**src/rtl/ctrl_reg_pkg.sv**
```systemverilog
package ctrl_reg_pkg;
  localparam int DATA_W    = 32;
  localparam int RUN_BIT   = 0;
  localparam int LOOP_BIT  = 1;
  localparam int CFG_LSB   = 4;
  localparam int CGATE_BIT = 30;
  localparam int SRST_BIT  = 31;
  localparam int OFS_PLAIN = 0;
  localparam int OFS_SET   = 1;
  localparam int OFS_CLR   = 2;

  typedef enum logic [1:0] {WK_NONE, WK_PLAIN, WK_SET, WK_CLR} wr_kind_e;

  // Value the word takes for a given write kind
  function automatic logic [DATA_W-1:0] merge_write(wr_kind_e k,
                                                    logic [DATA_W-1:0] cur,
                                                    logic [DATA_W-1:0] wd);
    case (k)
      WK_PLAIN: merge_write = wd;
      WK_SET:   merge_write = cur | wd;
      WK_CLR:   merge_write = cur & ~wd;
      default:  merge_write = cur;
    endcase
  endfunction
endpackage

```
**src/rtl/ctrl_alias_dec.sv**
```systemverilog
module ctrl_alias_dec
  import ctrl_reg_pkg::*;
#(
  parameter int ADDR_W = 2
) (
  input  logic [ADDR_W-1:0] addr,
  input  logic              we,
  output wr_kind_e          kind,
  output logic              hit,
  output logic              rd_ok
);
  always_comb begin
    kind  = WK_NONE;
    rd_ok = 1'b1;
    case (addr)
      ADDR_W'(OFS_PLAIN): kind = we ? WK_PLAIN : WK_NONE;
      ADDR_W'(OFS_SET):   kind = we ? WK_SET   : WK_NONE;
      ADDR_W'(OFS_CLR):   kind = we ? WK_CLR   : WK_NONE;
      default:            rd_ok = 1'b0;
    endcase
    hit = (kind != WK_NONE);
  end
endmodule

```
**src/rtl/ctrl_srst_seq.sv**
```systemverilog
module ctrl_srst_seq #(
  parameter int RST_CYCLES = 4
) (
  input  logic clk,
  input  logic rst_n,
  input  logic wr_hit,
  input  logic srst_nxt,
  input  logic req_cgate,
  output logic srst_q,
  output logic cgate_q,
  output logic start,
  output logic done
);
  localparam int CNT_W = $clog2(RST_CYCLES + 1);
  logic [CNT_W-1:0] cnt_q;

  assign start = srst_nxt & ~srst_q;
  assign done  = (cnt_q == CNT_W'(1)) & srst_nxt;

  always_ff @(posedge clk or negedge rst_n) begin
    if (!rst_n) begin
      srst_q  <= 1'b1;
      cgate_q <= 1'b1;
      cnt_q   <= '0;
    end else begin
      srst_q <= srst_nxt;
      if (start)             cnt_q <= CNT_W'(RST_CYCLES);
      else if (!srst_nxt)    cnt_q <= '0;
      else if (cnt_q != '0)  cnt_q <= cnt_q - 1'b1;
      if (done)              cgate_q <= 1'b1;
      else if (wr_hit)       cgate_q <= req_cgate;
    end
  end
endmodule

```
**src/rtl/ctrl_run_ctl.sv**
```systemverilog
module ctrl_run_ctl (
  input  logic clk,
  input  logic rst_n,
  input  logic hold,
  input  logic wr_hit,
  input  logic req_run,
  input  logic req_loop,
  input  logic frame_done,
  output logic run_q,
  output logic loop_q,
  output logic pend_q
);
  logic loop_nxt, clr_req, end_now;

  assign loop_nxt = wr_hit ? req_loop : loop_q;
  assign clr_req  = wr_hit & ~req_run & run_q;
  assign end_now  = run_q & frame_done & (pend_q | clr_req | ~loop_nxt);

  always_ff @(posedge clk or negedge rst_n) begin
    if (!rst_n) begin
      run_q  <= 1'b0;
      loop_q <= 1'b0;
      pend_q <= 1'b0;
    end else if (hold) begin
      run_q  <= 1'b0;
      loop_q <= 1'b0;
      pend_q <= 1'b0;
    end else begin
      loop_q <= loop_nxt;
      if (!run_q) begin
        run_q  <= wr_hit & req_run;
        pend_q <= 1'b0;
      end else if (end_now) begin
        run_q  <= 1'b0;
        pend_q <= 1'b0;
      end else if (clr_req) begin
        pend_q <= 1'b1;
      end
    end
  end
endmodule

```
**src/rtl/ctrl_reg_bank.sv**
```systemverilog
module ctrl_reg_bank
  import ctrl_reg_pkg::*;
#(
  parameter int ADDR_W     = 2,
  parameter int CFG_W      = 4,
  parameter int RST_CYCLES = 4
) (
  input  logic              clk,
  input  logic              rst_n,
  input  logic [ADDR_W-1:0] bus_addr,
  input  logic              bus_we,
  input  logic [DATA_W-1:0] bus_wdata,
  output logic [DATA_W-1:0] bus_rdata,
  input  logic              frame_done,
  output logic              core_en,
  output logic              clk_gate,
  output logic              soft_rst,
  output logic              run
);
  wr_kind_e          kind;
  logic              wr_hit, rd_ok;
  logic [DATA_W-1:0] cur_word, req_word;
  logic [CFG_W-1:0]  cfg_q;
  logic              loop_q, pend_q, srst_nxt;
  logic              seq_start, seq_done;

  ctrl_alias_dec #(.ADDR_W(ADDR_W)) u_dec (
    .addr(bus_addr), .we(bus_we), .kind(kind), .hit(wr_hit), .rd_ok(rd_ok)
  );

  always_comb begin
    cur_word = '0;
    cur_word[RUN_BIT]               = run;
    cur_word[LOOP_BIT]              = loop_q;
    cur_word[CFG_LSB +: CFG_W]      = cfg_q;
    cur_word[CGATE_BIT]             = clk_gate;
    cur_word[SRST_BIT]              = soft_rst;
  end

  assign req_word  = merge_write(kind, cur_word, bus_wdata);
  assign srst_nxt  = wr_hit ? req_word[SRST_BIT] : soft_rst;
  assign bus_rdata = rd_ok ? cur_word : '0;
  assign core_en   = ~soft_rst & ~clk_gate;

  ctrl_srst_seq #(.RST_CYCLES(RST_CYCLES)) u_seq (
    .clk(clk), .rst_n(rst_n), .wr_hit(wr_hit), .srst_nxt(srst_nxt),
    .req_cgate(req_word[CGATE_BIT]), .srst_q(soft_rst), .cgate_q(clk_gate),
    .start(seq_start), .done(seq_done)
  );

  ctrl_run_ctl u_run (
    .clk(clk), .rst_n(rst_n), .hold(srst_nxt), .wr_hit(wr_hit),
    .req_run(req_word[RUN_BIT]), .req_loop(req_word[LOOP_BIT]),
    .frame_done(frame_done), .run_q(run), .loop_q(loop_q), .pend_q(pend_q)
  );

  always_ff @(posedge clk or negedge rst_n) begin
    if (!rst_n)        cfg_q <= '0;
    else if (srst_nxt) cfg_q <= '0;
    else if (wr_hit)   cfg_q <= req_word[CFG_LSB +: CFG_W];
  end
endmodule

```
**config.mk**
```make
export PLATFORM = sky130hd
export DESIGN_NAME = ctrl_reg_bank
export DESIGN_NICKNAME = d
export VERILOG_FILES = /design/src/rtl/ctrl_reg_pkg.sv /design/src/rtl/ctrl_alias_dec.sv /design/src/rtl/ctrl_srst_seq.sv /design/src/rtl/ctrl_run_ctl.sv /design/src/rtl/ctrl_reg_bank.sv
export SDC_FILE = /design/constraint.sdc
export NUM_CORES = 1
export LEC_CHECK = 0
export ABC_CLOCK_PERIOD_IN_PS = 2020
export CAP_MARGIN = 25
export CORE_AREA = 2 2 58 60
export DETAILED_ROUTE_END_ITERATION = 7
export DIE_AREA = 0 0 60 62
export HOLD_SLACK_MARGIN = 0.1
export PLACE_DENSITY_LB_ADDON = 0.25
export SYNTH_ARGS = -nofsm -noshare
export SYNTH_HDL_FRONTEND = slang
export SYNTH_HIERARCHICAL = 1
export SYNTH_SLANG_ARGS = --single-unit
export TNS_END_PERCENT = 10
```
**constraint.sdc**
```tcl
create_clock -name clk -period 2.02 [get_ports clk]
set_clock_uncertainty 0.1 [all_clocks]
set_input_delay 0.303 -clock clk [delete_from_list [all_inputs] [get_ports clk]]
set_output_delay 0.303 -clock clk [all_outputs]
set_load 0.02 [all_outputs]
```
### Word-level counts from Yosys, hierarchy flattened

Index checks and enable logic that the tools add are counted.

* register bits after elaboration: 12
* output and inout port bits: 36

* add/subtract/negate cells: 1
* equal/unequal tests: 8
* multiplexer cells: 24
* bitwise operators: 17
* reductions and logical operators: 10

Operators by type and width (number)
* $pmux W32 S3: 1
* $and A32 B32 Y32: 1
* $mux W32: 1
* $not A32 Y32: 1
* $or A32 B32 Y32: 1
* $mux W1: 14
* $mux W3: 3
* $and A1 B1 Y1: 8
* $mux W4: 2
* $reduce_bool A4 Y1: 2
* $eq A2 B2 Y1 const B: 3
* $pmux W2 S3: 1
* $reduce_bool A2 Y1: 3
* $eq A2 B1 Y1 const B: 2
* $mux W2: 2
* $ne A4 B4 Y1 const B: 1
* $not A1 Y1: 4
* $reduce_and A2 Y1: 2
* $eq A3 B1 Y1 const B: 1
* $ne A3 B3 Y1 const B: 1
* $reduce_bool A3 Y1: 1
* $reduce_or A3 Y1: 1
* $sub A3 B1 Y3 const B: 1
* $logic_not A2 Y1: 1
* $or A1 B1 Y1: 2

### Longest topological paths before layout

Gate-level depths: netlist of run 1.

* depth in word-level cells: 13
* depth in mapped cells: 9
* mapped depth without buffers: 8

### Modules after synthesis

The synthesis of run 1 kept the hierarchy.

By module, submodules not included
* ctrl_reg_bank: instances 1, cells an instance 75, area each 611.8 µm²
* ctrl_srst_seq: instances 1, cells an instance 24, area each 260.2 µm²
* ctrl_run_ctl: instances 1, cells an instance 13, area each 150.1 µm²
* ctrl_alias_dec: instances 1, cells an instance 5, area each 33.8 µm²

### Worst setup path before layout of run 1

Ideal clock, no wire load.

* path kind: input-to-reg
* start point: in bus_addr[1]
* end point: reg u_run.run_q
* setup time: 0.096 ns
* arrival time: 1.719 ns
* path slack: 0.105 ns
* cell stages on the path: 8
* buffers on the path: 1
* path through: xor2_1 and2_1 buf_6 or2_1 a31oi_1 a31oi_1 a41o_1 a311oi_2

* elaborated cells between the ends (all ways): 22
* classes of those cells: eq/ne: 5; mux: 7; bitwise: 8; reduce/logical: 2

RTL lines
* start: declaration: RTL line ctrl_reg_bank.sv:10 `input logic [ADDR_W-1:0] bus_addr,`
* $eq A2 B2 Y1, or another cell as far along: RTL line ctrl_alias_dec.sv:15 `case (addr)`
* $pmux W2 S3 (*): RTL line ctrl_alias_dec.sv:15
* via kind[1]: RTL line ctrl_reg_bank.sv:20 `wr_kind_e kind;`
* $eq A2 B2 Y1 or $eq A2 B1 Y1 (tied branches): RTL line ctrl_reg_pkg.sv:18 `case (k)`
* $pmux W32 S3: RTL line ctrl_reg_pkg.sv:18
* $mux W1 (*): RTL line ctrl_reg_bank.sv:41 `assign srst_nxt = wr_hit ? req_word[SRST_BIT] : soft_rst;`
* via srst_nxt: RTL line ctrl_reg_bank.sv:24 `logic loop_q, pend_q, srst_nxt;`
* $mux W1 (*): RTL line ctrl_run_ctl.sv:24 `end else if (hold) begin`
* end signal: assignment: RTL line ctrl_run_ctl.sv:31 `run_q <= wr_hit & req_run;`
* end: declaration: RTL line ctrl_run_ctl.sv:9 `output logic run_q,`

Mark *: on every way through the listed nets, which the timed path passes. The rest lies on a longest branch.
A chain may end at the register's enable or synchronous reset.

### Worst setup path in the final report of run 1

* start point: in bus_we
* end point: reg u_run.run_q

* elaborated cells between the ends (all ways): 22
* classes of those cells: eq/ne: 3; mux: 10; bitwise: 8; reduce/logical: 1

RTL lines
* start: declaration: RTL line ctrl_reg_bank.sv:11 `input logic bus_we,`
* $mux W2 or $mux W1 (tied branches): RTL line ctrl_alias_dec.sv:18, ctrl_alias_dec.sv:16
* $pmux W2 S3 (*): RTL line ctrl_alias_dec.sv:15
* via kind[0]: RTL line ctrl_reg_bank.sv:20
* $eq A2 B2 Y1 or $eq A2 B1 Y1 (tied branches): RTL line ctrl_reg_pkg.sv:18
* $pmux W32 S3: RTL line ctrl_reg_pkg.sv:18
* $mux W1 (*): RTL line ctrl_reg_bank.sv:41
* via srst_nxt: RTL line ctrl_reg_bank.sv:24
* $mux W1 (*): RTL line ctrl_run_ctl.sv:24

Marked as above.

==> flow_metrics.tcl, run 1 <==
set metrics [dict create \
    outcome "complete, no violations" \
    wire_per_inst_um 10.6 \
    maxCapViolCount 0 \
    nets 194 \
    ant_nets 0 \
    p_int_mw 0.654 \
    synth_area_um2 1050 \
    viasPerCell 4.17 \
    p_clk_share_pct 17.7 \
    area_growth_pct 29.7 \
    grt_pass1_vias 796 \
    cts_setup_buffers 0 \
    antenna_found_initial 0 \
    grt_first_pass_wirelength_mm 3.51 \
    finalSetupViolCount 0 \
    worstSetupPathType "input port to register" \
    sequentialPowerShare_pct 32.6 \
    cts-root-buf "clkbuf_4" \
    wirelength_mm 2.10 \
    drc 0 \
    period_minus_slack_ns 1.92 \
    synth_warnings 6 \
    clk_pin_slew_worst_paths_ns 0.08 \
    power_mw 1.05 \
    drive_gt1_share_pct 19.1 \
    hold_slack_ns 0.277 \
    cp.arrival_ns 2.01 \
    boundaryPins 74 \
    die_w_um 60 \
    drv_slew 0 \
    coreArea_um2 3180 \
    final_common_cell "conb_1" \
    cts_buffers 3 \
    port_buffers 25 \
    cts.sinks 12 \
    slew_headroom_pct 64.2 \
    stdcell_area_um2 1360 \
    finalCritPeriodShare_pct 95.3 \
    fill_cells 343 \
    min-delay-path-class "input port to async pin" \
    max_freq_mhz 520 \
    postCtsHoldBufs 0 \
    finalHoldViolations 0 \
    cp-end-kind "register" \
    gr-total-overflow 0 \
    power_frac_comb_pct 49.7 \
    rsz0062_at_grt "no" \
    fp.dieH_um 62 \
    initial_core_util_pct 32.9 \
    antennaDiodeCount 0 \
    cts_tree "yes" \
    worst_slew_pin_slew_ns 0.535 \
    vias 825 \
    drt_iter0_drc 13 \
    grt_max_degree 13 \
    clock_latency_ns 0.27 \
    critical_path.startpoint_type "input port" \
    synth_area_per_cell_um2 9.10 \
    p_leak_nw 0.648 \
    first_pass_iters 4 \
    cts.htree.levels 1 \
    peakVddDrop_uv 533 \
    power.switching_mw 0.398 \
    dp_hpwl_mm 1.75 \
    layout_common_cells "conb_1 (24), a21oi_1 (14), clkdlybuf4s50_1 (14)" \
    power_density_nw_per_um2 776 \
    multi_input_area_um2 618 \
    synth_cells 115 \
    clk_path_buf_depth 2 \
    grt_usage_pct 12.5 \
    path_max_fanout 6 \
    dpl_cell_area_um2 1320 \
    required_ns 2.10 \
    die_area_um2 3720 \
    regArea_um2 303 \
    p_sw_share_pct 37.8 \
    placement_rows 21 \
    gp_congestion 0.709 \
]
-- registers in the layout, indices dropped and copies added (netlist names) --
| name | flops |
|---|---|
| u_run/loop_q | 1 |
| u_seq/cgate_q | 1 |
| cfg_q | 4 |
| u_run/pend_q | 1 |
| u_seq/cnt_q | 3 |
| u_run/run_q | 1 |
| u_seq/srst_q | 1 |
-- per-layer routing --
| metal | up-vias | share of wire, % | global-route usage, % |
|---|---|---|---|
| li1 | 419 | - | - |
| met1 | 378 | 44 | 15.4 |
| met2 | 28 | 51 | 21.9 |
| met3 | 0 | 4.2 | 2.69 |
| met4 | 0 | 0 | 3.81 |
| met5 | - | 0 | 0 |
-- worst paths after layout --
path | start | to | slack, ns | cells after the start
max in group asynchronous | rst_n | u_seq/srst_q | 1.17 | 1
setup / recovery | bus_we | u_run/run_q | 0.1 | 8
hold / removal | rst_n | u_seq/cnt_q[2] | 0.28 | 1
hold reg to reg | u_seq/cnt_q[2] | u_seq/cgate_q | 0.35 | 1
min in group clk | u_seq/cnt_q[2] | u_seq/cgate_q | 0.35 | 1
setup reg to reg | u_seq/cnt_q[0] | u_seq/cnt_q[2] | 0.50 | 5
-- power by group through the flow --
stage / clock, mW / sequential (mW) / combinational [mW]
after floorplan: 0 / 0.357 / 0.367
after global placement: 0 / 0.351 / 0.525
after detailed placement: 0 / 0.350 / 0.537
after CTS: 0.195 / 0.345 / 0.528
after global routing: 0.205 / 0.354 / 0.583
final: 0.186 / 0.343 / 0.523
-- cell type report --
cell class / instances / area share, %
well taps: 46 / 4.24
clock buffers: 4 / 2.68
multi-input cells: 96 / 45.6
flip-flops and latches: 12 / 22.3
inverters: 4 / 1.11
repair buffers: 36 / 24.1
-- worst max-delay path: stages --
cell             delay, ns
clkdlybuf4s50_1       0.42
and2b_2               0.21
or2_4                 0.27
a31oi_1               0.13
a31oi_1               0.07
buf_4                 0.17
a41o_1                0.21
a311oi_2              0.23
-- per-stage QoR --
stage / setup TNS [ns] / setup slack, ns / util, % / cells
6_report: 0 / 0.0955 / 42.7 / 198
5_1_grt: 0 / 0.0115 / 42.7 / 198
4_1_cts: -0.00582 / -0.00582 / 42.4 / 198
3_5_place_dp: -2.49 / -0.352 / 41.5 / 194
3_3_place_gp: -2.31 / -0.308 / 41.5 / 194
2_1_floorplan: 0 / 0.115 / - / 138
-- what timing repair did --
action	4_1_cts	5_1_grt
resized for setup	10	3
pin swaps	3	2
endpoints found under the setup margin	9	3
No activity file was read; power rests on OpenSTA's default activity.
==> run 2: changes to the inputs <==
--- a/config.mk
+++ b/config.mk
@@ -10,8 +10,8 @@
 export CORE_AREA = 2 2 58 60
 export DETAILED_ROUTE_END_ITERATION = 7
 export DIE_AREA = 0 0 60 62
-export HOLD_SLACK_MARGIN = 0.1
-export PLACE_DENSITY_LB_ADDON = 0.25
+export HOLD_SLACK_MARGIN = 0.12
+export PLACE_DENSITY = 0.79
 export SYNTH_ARGS = -nofsm -noshare
 export SYNTH_HDL_FRONTEND = slang
 export SYNTH_HIERARCHICAL = 1
==> run 2 against run 1 <==
Non-clock buffer count down 2; utilization down 0.24 points; highest routed layer is now met4; fmax down 1.2%; combinational power down 1%.
==> flow_metrics.tcl, run 2 (synthesis results as in run 1) <==
set metrics [dict create \
    dp_hpwl_mm 1.65 \
    die_w_um 60 \
    outcome "complete, no violations" \
    cts.sinks 12 \
    finalSetupViolCount 0 \
    maxCapViolCount 0 \
    ant_nets 0 \
    crit_chain "clkdlybuf4s50_1" \
    layout_common_cells "conb_1 (24), clkdlybuf4s50_1 (15), a21oi_1 (12)" \
    antenna_found_initial 0 \
    boundaryPins 74 \
    power_density_nw_per_um2 749 \
    drt_iter0_drc 16 \
    antennaDiodeCount 0 \
    min-delay-path-class "input port to async pin" \
    cts_tree "yes" \
    initial_core_util_pct 32.9 \
    grt_usage_pct 12.8 \
    gr-total-overflow 0 \
    multi_input_area_um2 634 \
    coreArea_um2 3180 \
    placement_rows 21 \
    top_regs "cfg_q x4, u_seq/cnt_q x3" \
    finalHoldViolations 0 \
    grt_max_degree 13 \
    peakVddDrop_uv 411 \
    critical-path-slowest-cell "dfstp_2" \
    cp-end-kind "primary output" \
    cts_buffers 3 \
    die_area_um2 3720 \
    largest_reg_flops 4 \
    fill_cells 324 \
    worst_slew_pin_slew_ns 0.558 \
    viasPerCell 4.30 \
    grt_first_pass_wirelength_mm 3.55 \
    worst-path-buf-inv 1 \
    first_pass_iters 4 \
    wire_per_inst_um 10.8 \
    drv_slew 0 \
    gp_congestion 0.794 \
    regArea_um2 303 \
    fp.dieH_um 62 \
    clk_pin_slew_worst_paths_ns 0.08 \
    slew_headroom_pct 62.7 \
    drc 0 \
    max_freq_mhz 513 \
    period_minus_slack_ns 1.95 \
    crit_path_max_incr_delay_ns 0.64 \
    hold_slack_ns 0.292 \
    clock_latency_ns 0.26 \
    worstSetupPathType "register to primary output" \
    required_ns 1.62 \
    grt_pass1_vias 809 \
    vias 839 \
    cts.htree.levels 1 \
    clk_path_buf_depth 2 \
    largest-register "cfg_q" \
    wirelength_mm 2.11 \
    nets 192 \
    drive_gt1_share_pct 20.1 \
    cts_setup_buffers 0 \
    power_mw 1.01 \
    final_common_cell "conb_1" \
    port_buffers 25 \
    cp_top_family "flip-flops" \
    critical_path.startpoint_type "register" \
    area_growth_pct 28.9 \
    rsz0062_at_grt "no" \
    postCtsHoldBufs 0 \
    path_max_fanout 9 \
    finalCritPeriodShare_pct 96.5 \
    cp.arrival_ns 1.55 \
    cts-root-buf "clkbuf_4" \
    p_leak_nw 0.635 \
]
[run 2: timing repair]
| item | in CTS | in global routing |
|---|---|---|
| hold endpoints to repair | 0 | 0 |
| setup endpoints to repair | 14 | 6 |
| pin swaps | 2 | 3 |
| resized for setup | 9 | 8 |
[run 2: path summary, 6_finish.rpt]
check | from | endpoint | slack [ns] | depth (start not counted)
max in group asynchronous | rst_n | u_seq/srst_q | 1.15 | 1
max reg2reg | u_seq/cnt_q[0] | u_seq/cnt_q[2] | 0.50 | 5
min in group clk | u_seq/cnt_q[2] | u_seq/cgate_q | 0.37 | 1
min | rst_n | cfg_q[0] | 0.29 | 1
min reg2reg | u_seq/cnt_q[2] | u_seq/cgate_q | 0.37 | 1
max | u_seq/srst_q | soft_rst | 0.07 | 1
[run 2: per-stage QoR]
stage | area (µm²) | setup TNS (ns) | utilization [%] | setup WS, ns | instances
floorplan | 1130 | 0 | - | 0.115 | 138
global placement | 1310 | -3.00 | 41.0 | -0.276 | 192
detailed placement | 1310 | -3.55 | 41.0 | -0.359 | 192
CTS | 1320 | -0.0362 | 41.6 | -0.0362 | 195
global route | 1350 | 0 | 42.4 | 0.0110 | 195
finish | 1350 | 0 | 42.4 | 0.0716 | 195
[run 2: metal layers]
| metal | track usage (%) | wire length [µm] | vias up |
|---|---|---|---|
| met5 | 0 | 0 | - |
| met4 | 3.81 | 8 | 0 |
| met3 | 1.86 | 133 | 2 |
| met2 | 23.3 | 1090 | 29 |
| met1 | 15.5 | 878 | 395 |
| li1 | - | - | 413 |
[run 2: layout make-up]
class,count,share of cell area (%)
multi-input combinational,96,47.0
timing repair buffer,34,23.5
tap,46,4.27
inverter,4,1.11
sequential,12,22.4
clock buffer,3,1.67
[run 2: power by group]
group          total, mW  internal (mW)  switching [mW]
sequential         0.346          0.295          0.0506
combinational      0.518          0.244           0.274
clock              0.146         0.0688          0.0777
==> run 3: changes to the inputs <==
--- a/config.mk
+++ b/config.mk
@@ -8,6 +8,7 @@
 export ABC_CLOCK_PERIOD_IN_PS = 2020
 export CAP_MARGIN = 25
 export CORE_AREA = 2 2 58 60
+export CTS_CLUSTER_SIZE = 8
 export DETAILED_ROUTE_END_ITERATION = 7
 export DIE_AREA = 0 0 60 62
 export HOLD_SLACK_MARGIN = 0.12
==> results of run 3 <==
The final DEF is identical to that of run 2; final timing and power are the same.
